--- src/rtl/pnp_cfg_pkg.sv ---
package pnp_cfg_pkg;
  localparam logic [7:0] IDX_ACTIVATE  = 8'h30;
  localparam logic [7:0] IDX_RCHK      = 8'h31;
  localparam logic [7:0] IDX_IO_HI     = 8'h60;
  localparam logic [7:0] IDX_IO_LO     = 8'h61;
  localparam logic [7:0] IDX_MEM_FIRST = 8'h40;
  localparam int         MEM_STRIDE    = 8;
  localparam logic [7:0] PAT_SET       = 8'h55;
  localparam logic [7:0] PAT_CLR       = 8'hAA;

  typedef struct packed {
    logic [7:0] base_hi;
    logic [7:0] base_lo;
    logic [7:0] lim_hi;
    logic [7:0] lim_lo;
    logic       w16;
  } mem_desc_t;
endpackage

--- src/rtl/pnp_mem_desc.sv ---
module pnp_mem_desc
  import pnp_cfg_pkg::*;
#(
  parameter logic [7:0] IDX_BASE = 8'h40
) (
  input  logic       clk,
  input  logic       rst,
  input  logic       cfg_wr,
  input  logic [7:0] cfg_idx,
  input  logic [7:0] cfg_wdata,
  output logic       sel,
  output logic [7:0] rd_byte,
  output mem_desc_t  desc
);
  // Five registers at offsets 0..4 inside an 8-aligned group
  assign sel = (cfg_idx[7:3] == IDX_BASE[7:3]) && (cfg_idx[2:0] <= 3'd4);

  always_ff @(posedge clk) begin
    if (rst) begin
      desc <= '0;
    end else if (cfg_wr && sel) begin
      case (cfg_idx[2:0])
        3'd0:    desc.base_hi <= cfg_wdata;
        3'd1:    desc.base_lo <= cfg_wdata;
        3'd2:    desc.w16     <= cfg_wdata[1];
        3'd3:    desc.lim_hi  <= cfg_wdata;
        3'd4:    desc.lim_lo  <= cfg_wdata;
        default: ;
      endcase
    end
  end

  always_comb begin
    rd_byte = 8'h00;
    case (cfg_idx[2:0])
      3'd0:    rd_byte = desc.base_hi;
      3'd1:    rd_byte = desc.base_lo;
      3'd2:    rd_byte = {6'b0, desc.w16, 1'b0};
      3'd3:    rd_byte = desc.lim_hi;
      3'd4:    rd_byte = desc.lim_lo;
      default: rd_byte = 8'h00;
    endcase
  end

  // a control write lands in the width select on the next cycle
  a_r5_w16_write: assert property (@(posedge clk) disable iff (rst)
    (cfg_wr && sel && cfg_idx[2:0] == 3'd2) |=> (desc.w16 == $past(cfg_wdata[1])));
endmodule

--- src/rtl/pnp_range_resp.sv ---
module pnp_range_resp
  import pnp_cfg_pkg::*;
#(
  parameter int IO_DEC_BITS = 16,
  parameter int WIN_BITS    = 5
) (
  input  logic        clk,
  input  logic        rst,
  input  logic        enable,
  input  logic        pat_sel,
  input  logic [15:0] io_base,
  input  logic [15:0] bus_addr,
  input  logic        bus_ior,
  output logic        bus_doe,
  output logic [7:0]  bus_dout
);
  logic [IO_DEC_BITS-1:0] off;
  logic                   hit;

  assign off = bus_addr[IO_DEC_BITS-1:0] - io_base[IO_DEC_BITS-1:0];
  assign hit = (off >> WIN_BITS) == '0;

  always_ff @(posedge clk) begin
    if (rst) begin
      bus_doe  <= 1'b0;
      bus_dout <= 8'h00;
    end else if (bus_ior && hit && enable) begin
      bus_doe  <= 1'b1;
      bus_dout <= pat_sel ? PAT_SET : PAT_CLR;
    end else begin
      bus_doe  <= 1'b0;
      bus_dout <= 8'h00;
    end
  end

  a_r10_needs_strobe: assert property (@(posedge clk) disable iff (rst)
    bus_doe |-> $past(bus_ior));
  a_r10_disabled_quiet: assert property (@(posedge clk) disable iff (rst)
    !enable |=> !bus_doe);
  a_r9_pattern_legal: assert property (@(posedge clk) disable iff (rst)
    bus_doe |-> (bus_dout == PAT_SET || bus_dout == PAT_CLR));
  a_r10_idle_zero: assert property (@(posedge clk) disable iff (rst)
    !bus_doe |-> (bus_dout == 8'h00));
endmodule

--- src/rtl/pnp_cfg_regs.sv ---
module pnp_cfg_regs
  import pnp_cfg_pkg::*;
#(
  parameter int IO_DEC_BITS = 16,
  parameter int WIN_BITS    = 5,
  parameter int N_MEM       = 2
) (
  input  logic                clk,
  input  logic                rst,
  input  logic [7:0]          cfg_idx,
  input  logic [7:0]          cfg_wdata,
  input  logic                cfg_wr,
  input  logic                cfg_rd,
  output logic [7:0]          cfg_rdata,
  input  logic [15:0]         bus_addr,
  input  logic                bus_ior,
  output logic [7:0]          bus_dout,
  output logic                bus_doe,
  output logic                dev_active,
  output logic [15:0]         io_base,
  output logic [N_MEM*16-1:0] mem_base,
  output logic [N_MEM*16-1:0] mem_limit,
  output logic [N_MEM-1:0]    mem_wide
);
  localparam logic [15:0] IO_MASK = 16'((32'd1 << IO_DEC_BITS) - 32'd1);

  logic       act_q;
  logic [1:0] rchk_q;
  logic [7:0] io_hi_q, io_lo_q;
  logic [7:0] rd_val;

  always_ff @(posedge clk) begin
    if (rst) begin
      act_q   <= 1'b0;
      rchk_q  <= 2'b00;
      io_hi_q <= 8'h00;
      io_lo_q <= 8'h00;
    end else if (cfg_wr) begin
      case (cfg_idx)
        IDX_ACTIVATE: act_q   <= cfg_wdata[0];
        IDX_RCHK:     rchk_q  <= cfg_wdata[1:0];
        IDX_IO_HI:    io_hi_q <= cfg_wdata & IO_MASK[15:8];
        IDX_IO_LO:    io_lo_q <= cfg_wdata & IO_MASK[7:0];
        default: ;
      endcase
    end
  end

  mem_desc_t        desc [N_MEM];
  logic [N_MEM-1:0] dsel;
  logic [7:0]       drd  [N_MEM];

  for (genvar g = 0; g < N_MEM; g++) begin : g_desc
    pnp_mem_desc #(
      .IDX_BASE(8'(int'(IDX_MEM_FIRST) + g * MEM_STRIDE))
    ) u_desc (
      .clk      (clk),
      .rst      (rst),
      .cfg_wr   (cfg_wr),
      .cfg_idx  (cfg_idx),
      .cfg_wdata(cfg_wdata),
      .sel      (dsel[g]),
      .rd_byte  (drd[g]),
      .desc     (desc[g])
    );
    assign mem_base[g*16 +: 16]  = {desc[g].base_hi, desc[g].base_lo};
    assign mem_limit[g*16 +: 16] = {desc[g].lim_hi, desc[g].lim_lo};
    assign mem_wide[g]           = desc[g].w16;
  end

  always_comb begin
    case (cfg_idx)
      IDX_ACTIVATE: rd_val = {7'b0, act_q};
      IDX_RCHK:     rd_val = {6'b0, rchk_q};
      IDX_IO_HI:    rd_val = io_hi_q;
      IDX_IO_LO:    rd_val = io_lo_q;
      default:      rd_val = 8'h00;
    endcase
    for (int k = 0; k < N_MEM; k++) begin
      if (dsel[k]) rd_val = drd[k];
    end
  end

  always_ff @(posedge clk) begin
    if (rst)         cfg_rdata <= 8'h00;
    else if (cfg_rd) cfg_rdata <= rd_val;
  end

  pnp_range_resp #(
    .IO_DEC_BITS(IO_DEC_BITS),
    .WIN_BITS   (WIN_BITS)
  ) u_resp (
    .clk     (clk),
    .rst     (rst),
    .enable  (!act_q && rchk_q[1]),
    .pat_sel (rchk_q[0]),
    .io_base ({io_hi_q, io_lo_q}),
    .bus_addr(bus_addr),
    .bus_ior (bus_ior),
    .bus_doe (bus_doe),
    .bus_dout(bus_dout)
  );

  assign dev_active = act_q;
  assign io_base    = {io_hi_q, io_lo_q};

  a_r2_rise_by_write: assert property (@(posedge clk) disable iff (rst)
    $rose(dev_active) |-> $past(cfg_wr && cfg_idx == IDX_ACTIVATE && cfg_wdata[0]));
  a_r2_act_rsvd_zero: assert property (@(posedge clk) disable iff (rst)
    (cfg_rd && cfg_idx == IDX_ACTIVATE) |=> (cfg_rdata[7:1] == 7'd0));
  a_r3_rchk_rsvd_zero: assert property (@(posedge clk) disable iff (rst)
    (cfg_rd && cfg_idx == IDX_RCHK) |=> (cfg_rdata[7:2] == 6'd0));
  a_r5_ctrl_rsvd_zero: assert property (@(posedge clk) disable iff (rst)
    (cfg_rd && cfg_idx[7:6] == 2'b01 && cfg_idx[2:0] == 3'd2) |=> ((cfg_rdata & 8'hFD) == 8'h00));
  a_r8_rdata_hold: assert property (@(posedge clk) disable iff (rst)
    !$past(cfg_rd) |-> $stable(cfg_rdata));
  a_r10_active_silent: assert property (@(posedge clk) disable iff (rst)
    dev_active |=> !bus_doe);
endmodule

--- config.mk ---
export PLATFORM = sky130hd
export DESIGN_NAME = pnp_cfg_regs
export DESIGN_NICKNAME = d
export VERILOG_FILES = /design/src/rtl/pnp_cfg_pkg.sv /design/src/rtl/pnp_mem_desc.sv /design/src/rtl/pnp_range_resp.sv /design/src/rtl/pnp_cfg_regs.sv
export SDC_FILE = /design/constraint.sdc
export NUM_CORES = 1
export LEC_CHECK = 0
export ABC_AREA = 0
export BUFFER_PORTS_ARGS = -buffer_cell sky130_fd_sc_hd__buf_2
export CAP_MARGIN = 30
export CELL_PAD_IN_SITES_DETAIL_PLACEMENT = 1
export CELL_PAD_IN_SITES_GLOBAL_PLACEMENT = 1
export CORE_ASPECT_RATIO = 0.75
export CORE_UTILIZATION = 30
export DETAILED_ROUTE_END_ITERATION = 10
export PLACE_DENSITY = 0.69
export REMOVE_ABC_BUFFERS = 1
export SYNTH_ARGS = -nofsm -noshare
export SYNTH_HDL_FRONTEND = slang
export SYNTH_SLANG_ARGS = --single-unit
--- constraint.sdc ---
create_clock -name clk -period 5.3 [get_ports clk]
set_input_delay 0.53 -clock clk [delete_from_list [all_inputs] [get_ports clk]]
set_output_delay 0.53 -clock clk [all_outputs]
set_load 0.01 [all_outputs]
==> key figures <==
Floorplan
  • DIE HEIGHT: 115 µm
  • DIE WIDTH: 153 µm
  • Starting Density: 31.3%
  • Row cnt: 40
  • Core Region: 16400 µm²
  • Die ar.: 17600 µm²
  • IO Pins: 137

Critical path
  • Crit path required time: 5480 ps
  • R2R Path End: u_resp.bus_dout[6]$_SDFF_PP0_
  • CP startpoint kind: primary input
  • CP Class: in -> reg
  • Crit path DAT: 3390 ps
  • Reg2Reg Launch Point: io_lo_q[4]$_SDFFE_PP0P_
  • R2R depth: 9
  • Worst setup EP type: flip-flop
  • R2R Setup Slk: 2480 ps
  • Critical path peak fanout: 25

Clocking
  • CTS Buf Count: 9
  • Post-cts sizing count: 0
  • CTS max path bufs: 2
  • Clock Latency Late Sink: 340 ps
  • CTS Sinks: 96
  • Postcts setup bufs: 0
  • CTS clock-pin slew for the worst setup and hold paths: 70 ps
  • TritonCTS clock tree: done
  • Root Driver: clkbuf_16
  • CTS H-Tree Depth: 3
  • Hold_buf cts: 0

Timing
  • Fin crit period: 3220 ps
  • Final hold viol count: 0
  • Tcrit/Tclk final: 60.7%
  • Final max-slew violation count: 0
  • Post-Route Setup TNS: 0 ps
  • FMAX: 311 MHz
  • RSZ-0062 raised after global routing: false
  • Normalized max-slew margin: 33.4%
  • Setup Skew: 11.8 ps
  • Worst-Margin Slew: 999 ps
  • Final count of negative-setup-slack endpoints: 0

Finish
  • Area of the multi-input gates: 2900 µm²
  • Filler cell count in the final layout: 2022
  • Finished Core Util: 37.7%
  • Area grow syn2layout: 20.4%
  • Most frequent cells in the layout: buf_2 (136), nand2_1 (119), a21oi_1 (102)
  • # diodes: 0
  • Share of layout cells above drive strength 1: 22.0%
  • Register area: 1920 µm²
  • # nets final: 815
  • Most common cell after layout, fill and taps aside: buf_2

Global route
  • First-pass GRT wire length: 30.3 mm
  • Vias in the first global route: 5203
  • Initial antenna violation count: 0
  • GRT Util Overall: 22.3%
  • Total gr overflow: 0
  • Largest net degree at the start of global routing: 94

Synthesis
  • Main flop type after synthesis: dfxtp_1
  • Synth unique cells: 62
  • Area leader, netlist: dfxtp_1
  • Synth top area share: 37.6%
  • Largest cells by area after synthesis: dfxtp_1 (38%), a21oi_1 (10%), nand2_1 (8.7%)
  • Register area share after synthesis: 37.6%
  • Synth warn: 0
  • Post-Syn Area: 5120 µm²
  • Syn Inst Count: 665
  • Post-Syn Area per Cell: 7.70 µm²
  • Post-synth ARST share: 0%
  • Register bit count reported by yosys: 96
  • Post-synth EDFFs: 0

Detailed routing
  • Starting DRT DRC Count: 381
  • Total wire length: 19.5 mm
  • Post-route ant nets: 0
  • Vias: 5329
  • Vias/cell: 5.45
  • Per-cell routed wire length: 19.9 µm
  • DR pass1 iterations: 7
  • DRC: 9

Min path
  • Min-Delay Path Class: reg -> reg
  • Hold Path End: g_desc[1].u_desc.desc[31]$_SDFFE_PP0P_
  • Hold_sp: g_desc[1].u_desc.desc[31]$_SDFFE_PP0P_
  • Hold path depth: 2

Flow run
  • MaxCap Viol Count: 0

Pwr
  • Worst VDD drop: 178 µV
  • Leak Pwr: 2.40 nW
  • Pwr Density: 250 nW/µm²

Placement
  • GP Congestion: 0.868
  • Post-DP HPWL: 14.9 mm
  • Port bufs: 136

Status
  • Outcome: finished, violations left
  • Failing checks: DRC
==> cell type report <==
class                           instances  share of cell area (%)
Inverter                               19                    1.16
Clock inverter                          6                   0.995
Sequential cell                        96                    31.2
Timing Repair Buffer                  140                    11.7
Tap cell                              210                    4.26
Multi-Input combinational cell        498                    47.1
Clock buffer                            9                    3.65
==> stage by stage <==
step                      cells  area (µm²)  hold WS [ps]  worst slack (ps)  total power, mW
after floorplan             613        4890           438              2680            0.815
after global placement      961        5850           457              1990            0.896
after detailed placement    962        5860           461              1800            0.902
after CTS                   977        6150           470              2160             1.54
after global routing        978        6160           500              1870             1.59
final                       978        6160           473              2080             1.54
==> state kept, by name, summed over array words and instances, names as in the netlist <==
register            count
cfg_rdata               8
dev_active              1
g_desc.u_desc.desc     66
io_hi_q                 8
io_lo_q                 8
rchk_q                  2
u_resp.bus_doe          1
u_resp.bus_dout         2
==> Yosys cell counts (5+ instances only) <==
cell,count
dfxtp_1,96
clkbuf_1,42
buf_4,6
nand2_1,119
a22oi_1,8
o211ai_1,8
inv_1,18
o221ai_1,5
a311oi_1,6
nor3_1,5
a21oi_1,102
mux2i_1,37
ha_1,14
nand3_1,43
o21ai_0,22
nand2b_1,7
nor2_1,49
==> worst max path at each step <==
stage / from / slack, ps / end
after floorplan: cfg_idx[0] / 2680 / g_desc[0].u_desc.desc[10]$_SDFFE_PP0P_
after global placement: cfg_idx[1] / 1990 / g_desc[0].u_desc.desc[11]$_SDFFE_PP0P_
after detailed placement: cfg_idx[1] / 1800 / g_desc[0].u_desc.desc[10]$_SDFFE_PP0P_
after CTS: cfg_idx[1] / 2160 / g_desc[0].u_desc.desc[10]$_SDFFE_PP0P_
after global routing: cfg_idx[1] / 1870 / g_desc[0].u_desc.desc[24]$_SDFFE_PP0P_
final: cfg_idx[1] / 2080 / g_desc[0].u_desc.desc[21]$_SDFFE_PP0P_
==> critical path, cell delays in order <==
cell	delay [ps]
buf_2	260
or2_1	350
a2111oi_4	850
nand2_2	220
nor2_2	570
nand2_1	360
nand2_1	170
a21oi_1	80
==> cell families after synthesis <==
| family | after synthesis | share of synthesized area, % |
|---|---|---|
| DFF | 96 | 37.6 |
| and+or+nand+nor | 261 | 23.5 |
| AOI/OAI and AO/OA | 180 | 21.4 |
| buffers and inverters | 71 | 5.75 |
| muxes | 39 | 7.68 |
| adders and majority gates | 14 | 3.42 |
| xor gates and xnor gates | 4 | 0.685 |
==> layer usage <==
metal  track usage [%]  share of wire, %  vias up
met4              3.57              0.67        0
met5                 0                 0        -
met3              3.51               4.4       11
li1                  -                 -     2539
met2              34.4                44      133
met1              33.0                51     2646
==> report_power, final <==
group          internal, mW  switching, mW
combinational        0.0492          0.112
sequential            0.724        0.00270
clock                 0.362          0.288
total                  1.14          0.402
(Power assumes the default switching activity.)
